==> config.mk <==
export PLATFORM = sky130hd
export DESIGN_NAME = pint_ctrl
export DESIGN_NICKNAME = d
export VERILOG_FILES = /design/src/rtl/pint_pkg.sv /design/src/rtl/pint_sync_edge.sv /design/src/rtl/pint_status.sv /design/src/rtl/pint_regs.sv /design/src/rtl/pint_ctrl.sv
export SDC_FILE = /design/constraint.sdc
export NUM_CORES = 1
export LEC_CHECK = 0
export ABC_AREA = 1
export BUFFER_PORTS_ARGS = -buffer_cell sky130_fd_sc_hd__buf_4
export CAP_MARGIN = 20
export CORE_AREA = 2 2 144 76
export DETAILED_ROUTE_END_ITERATION = 7
export DIE_AREA = 0 0 146 78
export SYNTH_ARGS = -nofsm -noshare
export SYNTH_HDL_FRONTEND = slang
export SYNTH_SLANG_ARGS = --single-unit
==> constraint.sdc <==
create_clock -name clk -period 1.9 [get_ports clk]
set_input_delay 0.38 -clock clk [delete_from_list [all_inputs] [get_ports clk]]
set_output_delay 0.38 -clock clk [all_outputs]
set_load 0.005 [all_outputs]
==> src/rtl/pint_pkg.sv <==
package pint_pkg;
  localparam int OFS_MODE   = 0;
  localparam int OFS_EN     = 1;
  localparam int OFS_EN_SET = 2;
  localparam int OFS_EN_CLR = 3;
  localparam int OFS_POL    = 4;
  localparam int OFS_STAT   = 5;
endpackage

==> src/rtl/pint_sync_edge.sv <==
module pint_sync_edge #(
  parameter int NCH    = 8,
  parameter int STAGES = 2
) (
  input  logic           clk,
  input  logic           rst,
  input  logic [NCH-1:0] pin_i,
  output logic [NCH-1:0] lvl_o,
  output logic [NCH-1:0] rise_o,
  output logic [NCH-1:0] fall_o
);
  localparam int LAST = STAGES - 1;

  for (genvar g = 0; g < NCH; g++) begin : g_ch
    logic [STAGES-1:0] chain_q;
    logic              prev_q;

    always_ff @(posedge clk) begin
      if (rst) begin
        chain_q <= '0;
        prev_q  <= 1'b0;
      end else begin
        chain_q <= {chain_q[STAGES-2:0], pin_i[g]};
        prev_q  <= chain_q[LAST];
      end
    end

    assign lvl_o[g]  = chain_q[LAST];
    assign rise_o[g] = chain_q[LAST] & ~prev_q;
    assign fall_o[g] = ~chain_q[LAST] & prev_q;
  end
endmodule

==> src/rtl/pint_status.sv <==
module pint_status #(
  parameter int NCH = 8
) (
  input  logic           clk,
  input  logic           rst,
  input  logic [NCH-1:0] set_i,
  input  logic [NCH-1:0] clr_i,
  output logic [NCH-1:0] stat_o
);
  for (genvar g = 0; g < NCH; g++) begin : g_bit
    always_ff @(posedge clk) begin
      if (rst)           stat_o[g] <= 1'b0;
      else if (set_i[g]) stat_o[g] <= 1'b1;
      else if (clr_i[g]) stat_o[g] <= 1'b0;
    end

    // a new edge beats a concurrent clear
    a_r10_set_wins: assert property (@(posedge clk) disable iff (rst)
      set_i[g] |=> stat_o[g]);
    // sticky until cleared
    a_r8_sticky: assert property (@(posedge clk) disable iff (rst)
      (stat_o[g] && !clr_i[g]) |=> stat_o[g]);
    a_r8_clear: assert property (@(posedge clk) disable iff (rst)
      (clr_i[g] && !set_i[g]) |=> !stat_o[g]);
  end
endmodule

==> src/rtl/pint_regs.sv <==
module pint_regs
  import pint_pkg::*;
#(
  parameter int NCH = 8,
  parameter int DW  = 32,
  parameter int AW  = 4
) (
  input  logic           clk,
  input  logic           rst,
  input  logic           wr_en,
  input  logic           rd_en,
  input  logic [AW-1:0]  addr,
  input  logic [DW-1:0]  wdata,
  input  logic [NCH-1:0] stat_i,
  output logic [DW-1:0]  rdata,
  output logic [NCH-1:0] mode_o,
  output logic [NCH-1:0] en_o,
  output logic [NCH-1:0] pol_o,
  output logic [NCH-1:0] stat_clr_o
);
  logic [NCH-1:0] wbits;
  logic [NCH-1:0] en_set, en_clr;
  logic [DW-1:0]  rd_mux;
  logic           hit_mode, hit_en, hit_set, hit_clr, hit_pol, hit_stat;
  logic           unused_hi;

  assign wbits     = wdata[NCH-1:0];
  assign unused_hi = ^wdata;

  assign hit_mode = wr_en && (addr == AW'(OFS_MODE));
  assign hit_en   = wr_en && (addr == AW'(OFS_EN));
  assign hit_set  = wr_en && (addr == AW'(OFS_EN_SET));
  assign hit_clr  = wr_en && (addr == AW'(OFS_EN_CLR));
  assign hit_pol  = wr_en && (addr == AW'(OFS_POL));
  assign hit_stat = wr_en && (addr == AW'(OFS_STAT));

  assign en_set     = hit_set  ? wbits : '0;
  assign en_clr     = hit_clr  ? wbits : '0;
  assign stat_clr_o = hit_stat ? wbits : '0;

  always_ff @(posedge clk) begin
    if (rst) begin
      mode_o <= '0;
      en_o   <= '0;
      pol_o  <= '0;
    end else begin
      if (hit_mode) mode_o <= wbits;
      if (hit_pol)  pol_o  <= wbits;
      if (hit_en)   en_o   <= wbits;
      else          en_o   <= (en_o | en_set) & ~en_clr;
    end
  end

  always_comb begin
    rd_mux = '0;
    case (addr)
      AW'(OFS_MODE): rd_mux = DW'(mode_o);
      AW'(OFS_EN):   rd_mux = DW'(en_o);
      AW'(OFS_POL):  rd_mux = DW'(pol_o);
      AW'(OFS_STAT): rd_mux = DW'(stat_i);
      default:       rd_mux = '0;
    endcase
  end

  always_ff @(posedge clk) begin
    if (rst)        rdata <= '0;
    else if (rd_en) rdata <= rd_mux;
  end

  a_r3_set_alias: assert property (@(posedge clk) disable iff (rst)
    (wr_en && addr == AW'(OFS_EN_SET)) |=> ((en_o & $past(wbits)) == $past(wbits)));
  a_r4_clear_alias: assert property (@(posedge clk) disable iff (rst)
    (wr_en && addr == AW'(OFS_EN_CLR)) |=> ((en_o & $past(wbits)) == '0));
  a_r5_alias_read_zero: assert property (@(posedge clk) disable iff (rst)
    (rd_en && (addr == AW'(OFS_EN_SET) || addr == AW'(OFS_EN_CLR))) |=> (rdata == '0));
endmodule

==> src/rtl/pint_ctrl.sv <==
module pint_ctrl #(
  parameter int NCH         = 8,
  parameter int DW          = 32,
  parameter int AW          = 4,
  parameter int SYNC_STAGES = 2
) (
  input  logic           clk,
  input  logic           rst,
  input  logic [NCH-1:0] pin_i,
  input  logic           wr_en,
  input  logic           rd_en,
  input  logic [AW-1:0]  addr,
  input  logic [DW-1:0]  wdata,
  output logic [DW-1:0]  rdata,
  output logic [NCH-1:0] irq_o
);
  logic [NCH-1:0] lvl, rise, fall;
  logic [NCH-1:0] mode, en, pol, stat, stat_clr;
  logic [NCH-1:0] edge_set, lvl_req, irq_d;

  pint_sync_edge #(.NCH(NCH), .STAGES(SYNC_STAGES)) u_sync (
    .clk(clk), .rst(rst), .pin_i(pin_i),
    .lvl_o(lvl), .rise_o(rise), .fall_o(fall)
  );

  pint_regs #(.NCH(NCH), .DW(DW), .AW(AW)) u_regs (
    .clk(clk), .rst(rst), .wr_en(wr_en), .rd_en(rd_en), .addr(addr),
    .wdata(wdata), .stat_i(stat), .rdata(rdata), .mode_o(mode),
    .en_o(en), .pol_o(pol), .stat_clr_o(stat_clr)
  );

  assign edge_set = ~mode & ((rise & en) | (fall & pol));
  assign lvl_req  = mode & en & ~(lvl ^ pol);
  assign irq_d    = (~mode & stat) | lvl_req;

  pint_status #(.NCH(NCH)) u_stat (
    .clk(clk), .rst(rst), .set_i(edge_set), .clr_i(stat_clr), .stat_o(stat)
  );

  always_ff @(posedge clk) begin
    if (rst) irq_o <= '0;
    else     irq_o <= irq_d;
  end

  // status never rises on a level-mode channel
  a_r9_level_no_status: assert property (@(posedge clk) disable iff (rst)
    1'b1 |=> ((stat & ~$past(stat) & $past(mode)) == '0));
  // requests low in the first cycle out of reset
  a_r1_irq_reset: assert property (@(posedge clk)
    $past(rst) |-> (irq_o == '0));
endmodule

==> impl_metrics.toml <==
[synth]
ys.flop_type = "dfxtp_1"
yosys_warnings = 0
synth_top_area_cell = "dfxtp_1"
synth_cell_type_count = 16
synth_top_area_share = 0.455
async_flop_share = 0
synth_edf_count = 0
netlist_top_cells_area = "dfxtp_1 46%, nand2_1 8.9%, a21oi_1 7.6%"
synth_commonest_cells = "75 x nand2_1, 72 x dfxtp_1, 62 x inv_1, 48 x a21oi_1, 48 x o21ai_0"
syn_inst = 443
syn_area_um2 = 3170
yosysMostFrequentCell = "nand2_1"
synth-seq-area-share = 0.455
syn_avg_cell_area_um2 = 7.15
synth-seq-cells = 72

[timing]
fin_crit_sh = 0.706
fin_tns_setup_ns = 0
skew_ns = 0.00596
min_period_ns = 1.34
tightest_slew_ns = 0.539
hold_violations = 0
setup_violations = 0
fmax_mhz = 745
rsz0062_at_grt = "no"
relSlewSlack = 0.641
slew_violations = 0

[grt]
grt_usage = 0.136
gr-total-overflow = 0
grt_pass1_vias = 2487
grt_pass1_wl_um = 12100
antenna_found_initial = 0
grt_max_degree = 49

[cells_and_area]
final_layout_size_suffix_gt1_frac = 0.145
nets = 538
antenna_cells = 0
area_delta_synth_final_pct = 22.8
layout.cells.non_filler = 635
fillers = 1072

[cts]
cts_resized = 0
cts_buffer_depth = 2
numCtsBuffers = 9
numClockSinks = 72
clockRootBuffer = "clkbuf_16"
post_cts_buffers = 0
hold_buffers = 0
insertion_delay_ns = 0.34
clkTransAtPathRegs_ns = 0.06
cts_tree = "built"
htree_levels = 3

[worst_setup_path]
path_cells = "buf_4, nor2_1, nand3_1, nor2_1, nor2_1, nand2_1, a21oi_1"
crit_start = "addr[3]"
slowest_stage = "nand3_1"
cp_top_family = "simple AND/OR/NAND/NOR gates"
rr_startpoint = "u_regs.mode_o[3]"
crit_buf_inv = 1
cp_common_cell = "nor2_1"
cp_slowest_stage_delay_ns = 0.37
worst_setup_path_end_kind = "flip-flop"
ff2ff_setup_slack_ns = 0.86
crit_arrival_ns = 1.55
crit_type = "in -> reg"
rr_endpoint = "u_regs.rdata[3]"
cp-start-kind = "input port"
worst_ep_required_time_ns = 2.10
critPathMaxFanout = 8
reg2regPathDepth = 4

[min_path]
hold_start = "pin_i[1]"
whs_path_depth = 3
min_to = "u_sync.g_ch[1].chain_q[0]"
hp-class = "in -> reg"

[drt]
dr.pass1.iters = 5
via_count = 2773
drc = 0
wirelength_um = 7320
ant_nets = 0
first_iter_violations = 148
via_per_inst = 4.37
wl_per_cell_um = 11.5

[floorplanning]
die_x_um = 146
rows = 26
dieHeight_um = 78
ios = 88
core-area_um2 = 10000
dieArea_um2 = 11400
initial_core_util = 0.316

[power]
comb_power_share = 0.063
p_leak_nw = 1.64
sw_frac_of_total = 0.221
peakVddDrop_uv = 460
seqPwrFrac = 0.436
pwr-share-clk = 0.502
p_int_mw = 2.81
p_sw_uw = 797
power_density_nw_per_um2 = 928

[placement]
dp_hpwl_um = 5040
dp_cells = 619
place_congestion = 0.840
io_buffers = 39

[flow_run]
max_cap_viol_count = 0

[run_status]
status = "finished clean"
per-stage QoR:
step | cell area (µm²) | setup slack (ns) | total power, mW | hold WS [ns] | utilization
2_1_floorplan | 3250 | 0.578 | 1.76 | 0.388 | -
3_3_place_gp | 3560 | 0.270 | 1.83 | 0.390 | 0.356
3_5_place_dp | 3560 | 0.226 | 1.83 | 0.393 | 0.356
4_1_cts | 3890 | 0.583 | 3.64 | 0.234 | 0.388
5_1_grt | 3890 | 0.405 | 3.75 | 0.251 | 0.388
6_report | 3890 | 0.558 | 3.61 | 0.242 | 0.388
worst max-delay path by stage:
stage	endpoint	slack (ns)	depth (start not counted)
after floorplan	u_regs.mode_o[5]	0.58	6
after global placement	u_regs.en_o[6]	0.27	8
after detailed placement	u_regs.en_o[1]	0.23	8
after CTS	u_regs.en_o[1]	0.58	7
after global routing	u_regs.en_o[1]	0.40	7
final	u_regs.en_o[1]	0.56	7
area by class of cell:
type	instances	area, µm²	share of cell area
Inverter	62	233	0.0599
Multi-Input combinational cell	293	1330	0.341
Timing Repair Buffer	52	390	0.100
Sequential cell	72	1440	0.371
Tap cell	140	175	0.0451
Clock buffer	10	239	0.0615
Clock inverter	6	82.6	0.0212
sequential cells by signal, summed over array words and instances, names as in the netlist:
name                 flops
u_regs.pol_o             8
u_stat.stat_o            8
u_regs.mode_o            8
u_sync.g_ch.chain_q     16
irq_o                    8
u_regs.en_o              8
u_sync.g_ch.prev_q       8
u_regs.rdata             8
layer usage:
layer / GRT usage / vias up / share of wire
met3: 0.0553 / 10 / 0.072
met1: 0.175 / 1211 / 0.49
met5: 0 / - / 0
met4: 0.0485 / 0 / 0.014
met2: 0.206 / 81 / 0.42
li1: - / 1471 / -
kinds of logic after synthesis:
group / share of synthesized area
buffers and inverters: 0.153
AO/OA/AOI/OAI: 0.171
AND/OR/NAND/NOR: 0.219
other: 0.00118
flip-flops: 0.455
cell usage in the layout (no fill, tap or decap):
cell	count
bufinv_16	2
dfxtp_1	72
clkinv_2	3
clkbuf_16	9
clkbuf_8	1
nor2_1	42
clkinvlp_4	1
nor2_4	2
nand2_1	75
o21ai_0	48
a21oi_1	48
conb_1	24
o211ai_1	8
nor2_2	2
inv_1	62
buf_4	52
nand3_1	44
worst register-to-register path, stage by stage, from the launching register on:
cell     delay [ns]
dfxtp_1        0.33
nand3_1        0.08
nand2_1        0.05
o21ai_0        0.33
a21oi_1        0.10
power groups by stage:
stage	clock (mW)	sequential, mW	combinational, mW
final	1.81	1.57	0.226
after global routing	1.92	1.58	0.257
after CTS	1.84	1.57	0.227
after detailed placement	0	1.60	0.226
after global placement	0	1.60	0.224
after floorplan	0	1.60	0.163
Note: power is estimated with default switching activity, not from simulation.
